<file path="config.mk">
export PLATFORM = sky130hd
export DESIGN_NAME = wr_access_guard
export DESIGN_NICKNAME = d
export VERILOG_FILES = /design/src/rtl/wr_guard_pkg.sv /design/src/rtl/wr_guard_decode.sv /design/src/rtl/wr_guard_perm.sv /design/src/rtl/wr_guard_viol.sv /design/src/rtl/wr_access_guard.sv
export SDC_FILE = /design/constraint.sdc
export NUM_CORES = 1
export LEC_CHECK = 0
export ABC_AREA = 0
export BUFFER_PORTS_ARGS = -buffer_cell sky130_fd_sc_hd__buf_2
export CAP_MARGIN = 10
export CELL_PAD_IN_SITES_DETAIL_PLACEMENT = 0
export CELL_PAD_IN_SITES_GLOBAL_PLACEMENT = 1
export CORE_MARGIN = 3
export CORE_UTILIZATION = 28
export CTS_BUF_LIST = sky130_fd_sc_hd__clkbuf_4
export CTS_CLUSTER_DIAMETER = 100
export DETAILED_ROUTE_END_ITERATION = 12
export PLACE_DENSITY_LB_ADDON = 0.05
export SYNTH_ARGS = -nofsm -noshare
export SYNTH_HDL_FRONTEND = slang
export SYNTH_HIERARCHICAL = 1
export SYNTH_SLANG_ARGS = --single-unit
</file>
<file path="constraint.sdc">
create_clock -name clk_i -period 1.6 [get_ports clk_i]
set_input_delay 0.08 -clock clk_i [delete_from_list [all_inputs] [get_ports clk_i]]
set_output_delay 0.08 -clock clk_i [all_outputs]
set_load 0.01 [all_outputs]
</file>
<file path="src/rtl/wr_guard_pkg.sv">
package wr_guard_pkg;
  typedef enum logic [1:0] {
    TGT_PLAIN = 2'd0,
    TGT_SAFE  = 2'd1,
    TGT_CFG   = 2'd2,
    TGT_LOCK  = 2'd3
  } tgt_e;
endpackage

</file>
<file path="src/rtl/wr_guard_decode.sv">
module wr_guard_decode import wr_guard_pkg::*; #(
  parameter int unsigned ADDR_W    = 8,
  parameter logic [ADDR_W-1:0] CFG_ADDR  = 8'hF0,
  parameter logic [ADDR_W-1:0] LOCK_ADDR = 8'hF4,
  parameter logic [ADDR_W-1:0] SAFE_LO   = 8'h80,
  parameter logic [ADDR_W-1:0] SAFE_HI   = 8'h8F
) (
  input  logic [ADDR_W-1:0] addr_i,
  output tgt_e              tgt_o
);
  always_comb begin
    if (addr_i == CFG_ADDR)                         tgt_o = TGT_CFG;
    else if (addr_i == LOCK_ADDR)                   tgt_o = TGT_LOCK;
    else if (addr_i >= SAFE_LO && addr_i <= SAFE_HI) tgt_o = TGT_SAFE;
    else                                            tgt_o = TGT_PLAIN;
  end
endmodule

</file>
<file path="src/rtl/wr_guard_perm.sv">
module wr_guard_perm #(
  parameter int unsigned NUM_M = 4
) (
  input  logic             clk_i,
  input  logic             rst_ni,
  input  logic             en_we_i,
  input  logic             lock_we_i,
  input  logic [NUM_M-1:0] wdata_i,
  output logic [NUM_M-1:0] en_o,
  output logic             locked_o
);
  always_ff @(posedge clk_i or negedge rst_ni) begin
    if (!rst_ni) begin
      en_o     <= '1;
      locked_o <= 1'b0;
    end else begin
      if (en_we_i && !locked_o)  en_o     <= wdata_i;
      if (lock_we_i && !locked_o) locked_o <= 1'b1;
    end
  end

  assert_lock_sticky_R6: assert property (@(posedge clk_i) disable iff (!rst_ni)
    locked_o |=> locked_o);
  assert_en_frozen_R6: assert property (@(posedge clk_i) disable iff (!rst_ni)
    locked_o |=> $stable(en_o));
endmodule

</file>
<file path="src/rtl/wr_guard_viol.sv">
module wr_guard_viol #(
  parameter int unsigned MID_W = 2
) (
  input  logic             clk_i,
  input  logic             rst_ni,
  input  logic             reject_i,
  input  logic [MID_W-1:0] mid_i,
  output logic             viol_o,
  output logic [MID_W-1:0] viol_mid_o
);
  always_ff @(posedge clk_i or negedge rst_ni) begin
    if (!rst_ni) begin
      viol_o     <= 1'b0;
      viol_mid_o <= '0;
    end else begin
      viol_o <= reject_i;
      if (reject_i) viol_mid_o <= mid_i;
    end
  end

  assert_id_held_R9: assert property (@(posedge clk_i) disable iff (!rst_ni)
    !reject_i |=> $stable(viol_mid_o));
endmodule

</file>
<file path="src/rtl/wr_access_guard.sv">
module wr_access_guard import wr_guard_pkg::*; #(
  parameter int unsigned NUM_M         = 4,
  parameter int unsigned ADDR_W        = 8,
  parameter bit          SAFETY_ONLY   = 1'b0,
  parameter int unsigned SAFETY_MASTER = 0,
  localparam int unsigned MID_W        = (NUM_M > 1) ? $clog2(NUM_M) : 1
) (
  input  logic              clk_i,
  input  logic              rst_ni,
  input  logic              req_valid_i,
  input  logic              req_write_i,
  input  logic [MID_W-1:0]  req_master_i,
  input  logic [ADDR_W-1:0] req_addr_i,
  input  logic [NUM_M-1:0]  req_wdata_i,
  input  logic              unlock_i,
  output logic              slv_wr_o,
  output logic              slv_rd_o,
  output logic              violation_o,
  output logic [MID_W-1:0]  viol_master_o,
  output logic [NUM_M-1:0]  master_en_o,
  output logic              cfg_locked_o
);
  tgt_e             tgt;
  logic [NUM_M-1:0] grant_mask;
  logic             granted, is_wr, ok, accept, reject;
  logic             en_we, lock_we;

  wr_guard_decode #(.ADDR_W(ADDR_W)) u_decode (
    .addr_i(req_addr_i),
    .tgt_o (tgt)
  );

  generate
    if (SAFETY_ONLY) begin : g_safety_slave
      localparam logic [NUM_M-1:0] ONLY_MASK = NUM_M'(1) << SAFETY_MASTER;
      assign grant_mask = master_en_o & ONLY_MASK;
      assert_safety_only_R8: assert property (@(posedge clk_i) disable iff (!rst_ni)
        slv_wr_o |-> (req_master_i == MID_W'(SAFETY_MASTER)));
    end else begin : g_plain_slave
      assign grant_mask = master_en_o;
    end
  endgenerate

  assign granted = grant_mask[req_master_i];
  assign is_wr   = req_valid_i && req_write_i;

  always_comb begin
    unique case (tgt)
      TGT_PLAIN: ok = granted;
      TGT_SAFE:  ok = granted && unlock_i;
      default:   ok = granted && unlock_i && !cfg_locked_o;
    endcase
  end

  assign accept   = is_wr && ok;
  assign reject   = is_wr && !ok;
  assign slv_wr_o = accept && (tgt == TGT_PLAIN || tgt == TGT_SAFE);
  assign slv_rd_o = req_valid_i && !req_write_i;
  assign en_we    = accept && (tgt == TGT_CFG);
  assign lock_we  = accept && (tgt == TGT_LOCK) && req_wdata_i[0];

  wr_guard_perm #(.NUM_M(NUM_M)) u_perm (
    .clk_i    (clk_i),
    .rst_ni   (rst_ni),
    .en_we_i  (en_we),
    .lock_we_i(lock_we),
    .wdata_i  (req_wdata_i),
    .en_o     (master_en_o),
    .locked_o (cfg_locked_o)
  );

  wr_guard_viol #(.MID_W(MID_W)) u_viol (
    .clk_i     (clk_i),
    .rst_ni    (rst_ni),
    .reject_i  (reject),
    .mid_i     (req_master_i),
    .viol_o    (violation_o),
    .viol_mid_o(viol_master_o)
  );

  assert_read_no_viol_R1: assert property (@(posedge clk_i) disable iff (!rst_ni)
    (req_valid_i && !req_write_i) |=> !violation_o);
  assert_viol_after_block_R7: assert property (@(posedge clk_i) disable iff (!rst_ni)
    violation_o |-> ($past(req_valid_i && req_write_i) && !$past(slv_wr_o)));
  assert_safe_needs_unlock_R3: assert property (@(posedge clk_i) disable iff (!rst_ni)
    (slv_wr_o && tgt == TGT_SAFE) |-> unlock_i);
  assert_cfg_not_forwarded_R10: assert property (@(posedge clk_i) disable iff (!rst_ni)
    (tgt == TGT_CFG || tgt == TGT_LOCK) |-> !slv_wr_o);
endmodule

</file>
==> summary.txt <==
Status
  – Outcome: finished with violations
  – Failing checks: setup timing

Worst setup path
  – Type of the worst setup path: flop to flop
  – Required @ worst endpoint: 1.77 ns
  – Crit path max fanout: 4
  – Setup crit end kind: flop
  – Startpoint Class: flop
  – Critical path arrival: 1.91 ns
  – R2R setup slack: -0.14 ns

Pwr
  – Overall power: 0.0004747 W
  – Sequential power share: 0.454
  – Leakage: 0.4004 nW
  – Maximum vdd ir drop: 451.7 uV
  – P_int: 0.0003675 W
  – Switching share of power: 0.2259
  – Clock power share: 0.382
  – P per Cell Area: 586.4 nW/um^2
  – Combinational fraction of design power: 0.164
  – Switching pwr: 0.0001072 W

Clocking
  – Clock latency on the worst-skew pair: 0.25 ns
  – CTS Buffer Depth: 2
  – Worst-path clk slew: 0.06 ns
  – H-tree Lvls: 1
  – # clock sinks: 8
  – Num CTS Buffers: 3
  – CTS tree: yes
  – Clk root buf: clkbuf_4

GRT
  – Met1 usage: 0.1401
  – First-pass GRT wire length: 1.628 mm
  – Total grt overflow: 0
  – Pin count of the biggest net entering global routing: 9
  – Most Used Layer, Global Route: met2
  – Met3 Use GR: 0.02344
  – Total track usage: 0.1094
  – Initial antenna violation count: 0
  – Met2 Use GR: 0.1648
  – Vias in the first global route: 406

Placement
  – GP Congestion: 0.6788
  – Placed cell areas: 688.2 sq um
  – IO Port Bufs: 28
  – Detail Placement HPWL: 884.1 microns

Timing
  – Final WS setup: -0.1390 ns
  – Final setup violation count: 7
  – Clock Skews: 0.01025 ns
  – RSZ-0062 raised after global routing: true
  – Final worst path period share: 1.087
  – Relative slew slack: 0.8063
  – Final Hold Fails: 0
  – Crit path time final: 1.739 ns
  – Worst-Margin Slew: 0.2865 ns
  – Highest Clock Rate: 0.5750 GHz
  – Final slew viol count: 0

Logic synthesis
  – Netlist cell types: 21
  – Cells after Synth: 34
  – Number of synthesized flops with an enable pin: 0
  – Avg Cell Area, Syn: 13.54 sq um
  – Share of the synthesized area in the top cell type: 0.2283
  – Syn Nets: 53
  – Post-synth top area cell: dfstp_2
  – Synth top area cells: dfstp_2 23%, dfrtp_1 22%, mux2_4 13%
  – FFs w/ async S/R, synth: 1.000
  – Yosys reg bits: 8
  – Syn. warnings: 6
  – Commonest cells in the netlist: 4 x dfrtp_1, 4 x dfstp_2, 4 x mux2_4
  – Sequential area share after synthesis: 0.4457
  – Top_reg_cell synth: dfstp_2
  – Post-synthesis cell area: 460.4 sq um

Drt
  – Post-Route WL: 1.111 mm
  – Vias per cell: 4.660
  – DRT Pass-1 Iters: 1
  – DR DRC count: 0
  – WL/cell: 11.45 microns
  – Antenna Nets Post-Route: 0
  – Initial DRC Count: 0
  – Via count: 452

Die
  – Starting Density: 0.3021
  – Die width: 46.55 microns
  – Io pins: 29
  – Die H: 46.55 microns
  – Full die area: 2167 sq um
  – # rows: 14
  – Core area: 1524 sq um

Final layout
  – Proportion of layout cells with a drive suffix above 1: 0.8025
  – Synthesis-to-layout area growth: 75.81%
  – ANT cells: 0
  – Fill cell count: 144
  – Finished Cell Area: 809.5 sq um
  – Fin nets: 101

Worst hold path
  – Hold Path Class: input port to flop

Run
  – Max cap viols: 0
critical path: stages, from the launching register on:
cell	delay, ns
dfstp_2	0.53
mux4_2	0.27
nand3_4	0.09
nor4b_2	0.20
nor2b_4	0.26
mux2_4	0.32
repair_timing:
action / CTS / global route
pin swaps: 0 / 2
hold buffers: 1 / 0
resized for setup: 1 / 8
hold endpoints to repair: 8 / 0
buffers inserted: 3 / 2
endpoints found under the setup margin: 7 / 7
placed cells by master, fill, tap and decap left out, types with 2 or more instances in the layout:
master / count
buf_2: 28
buf_4: 13
clkbuf_4: 4
dfrtp_1: 4
dfstp_2: 4
mux2_4: 6
nand2_1: 2
power by group through the flow:
stage | Clock [W] | Combinational, W | Sequential [W]
6_report | 0.000181 | 0.0000780 | 0.000215
5_1_grt | 0.000199 | 0.0000847 | 0.000216
4_1_cts | 0.000192 | 0.0000703 | 0.000215
3_5_place_dp | 0 | 0.0000683 | 0.000218
3_3_place_gp | 0 | 0.0000681 | 0.000218
2_1_floorplan | 0 | 0.0000195 | 0.000223
layout make-up:
cell class                 count  area, sq um  area share
multi-input combinational     25        291.5      0.3601
timing repair buffer          43        259.0      0.3199
sequential                     8        205.2      0.2535
clock buffer                   4        30.03     0.03709
tap                           16        20.02     0.02473
inverter                       1        3.754    0.004637
metrics by stage:
stage / TNS [ns] / worst slack (ns) / hold slack, ns / cells / util
global route: -1.074 / -0.2112 / 0.04965 / 97 / 0.5312
detailed placement: -1.045 / -0.2292 / -0.06774 / 87 / 0.4516
CTS: -0.6723 / -0.1563 / 0.04549 / 95 / 0.4959
finish: -0.6106 / -0.1390 / 0.05452 / 97 / 0.5312
global placement: -1.050 / -0.2160 / -0.07030 / 87 / 0.4516
floorplan: -0.6469 / -0.1280 / -0.2156 / 34 / -
path summary, 6_finish.rpt:
kind / start / to / depth (start not counted)
worst min register to register: u_viol/viol_mid_o[1] / u_viol/viol_mid_o[1] / 1
worst min-delay path: req_wdata_i[3] / u_perm/en_o[3] / 2
worst max-delay path: u_perm/en_o[0] / u_perm/en_o[0] / 5
worst max register to register: u_perm/en_o[0] / u_perm/en_o[0] / 5
min in group asynchronous: rst_ni / u_viol/viol_mid_o[0] / 2
max in group asynchronous: rst_ni / u_perm/en_o[0] / 2
registers in the layout, indices dropped and copies added (netlist names):
name	count
u_viol/viol_o	1
u_perm/en_o	4
u_perm/locked_o	1
u_viol/viol_mid_o	2
cell families (layout without fill, tap and decap cells):
kind of cell | Yosys count | in the layout | share of synthesized area
AOI/OAI and AO/OA | 3 | 3 | 0.04077
muxes | 7 | 7 | 0.2283
and+or+nand+nor | 15 | 15 | 0.2772
buffers and inverters | 1 | 48 | 0.008144
DFF | 8 | 8 | 0.4457
routing by layer:
layer / vias to the layer above / part of all wire
li1: 223 / -
met2: 19 / 0.49
met5: - / 0
met1: 208 / 0.43
met4: 0 / 0.0054
met3: 2 / 0.082
Power figures use the tool's default switching activity.
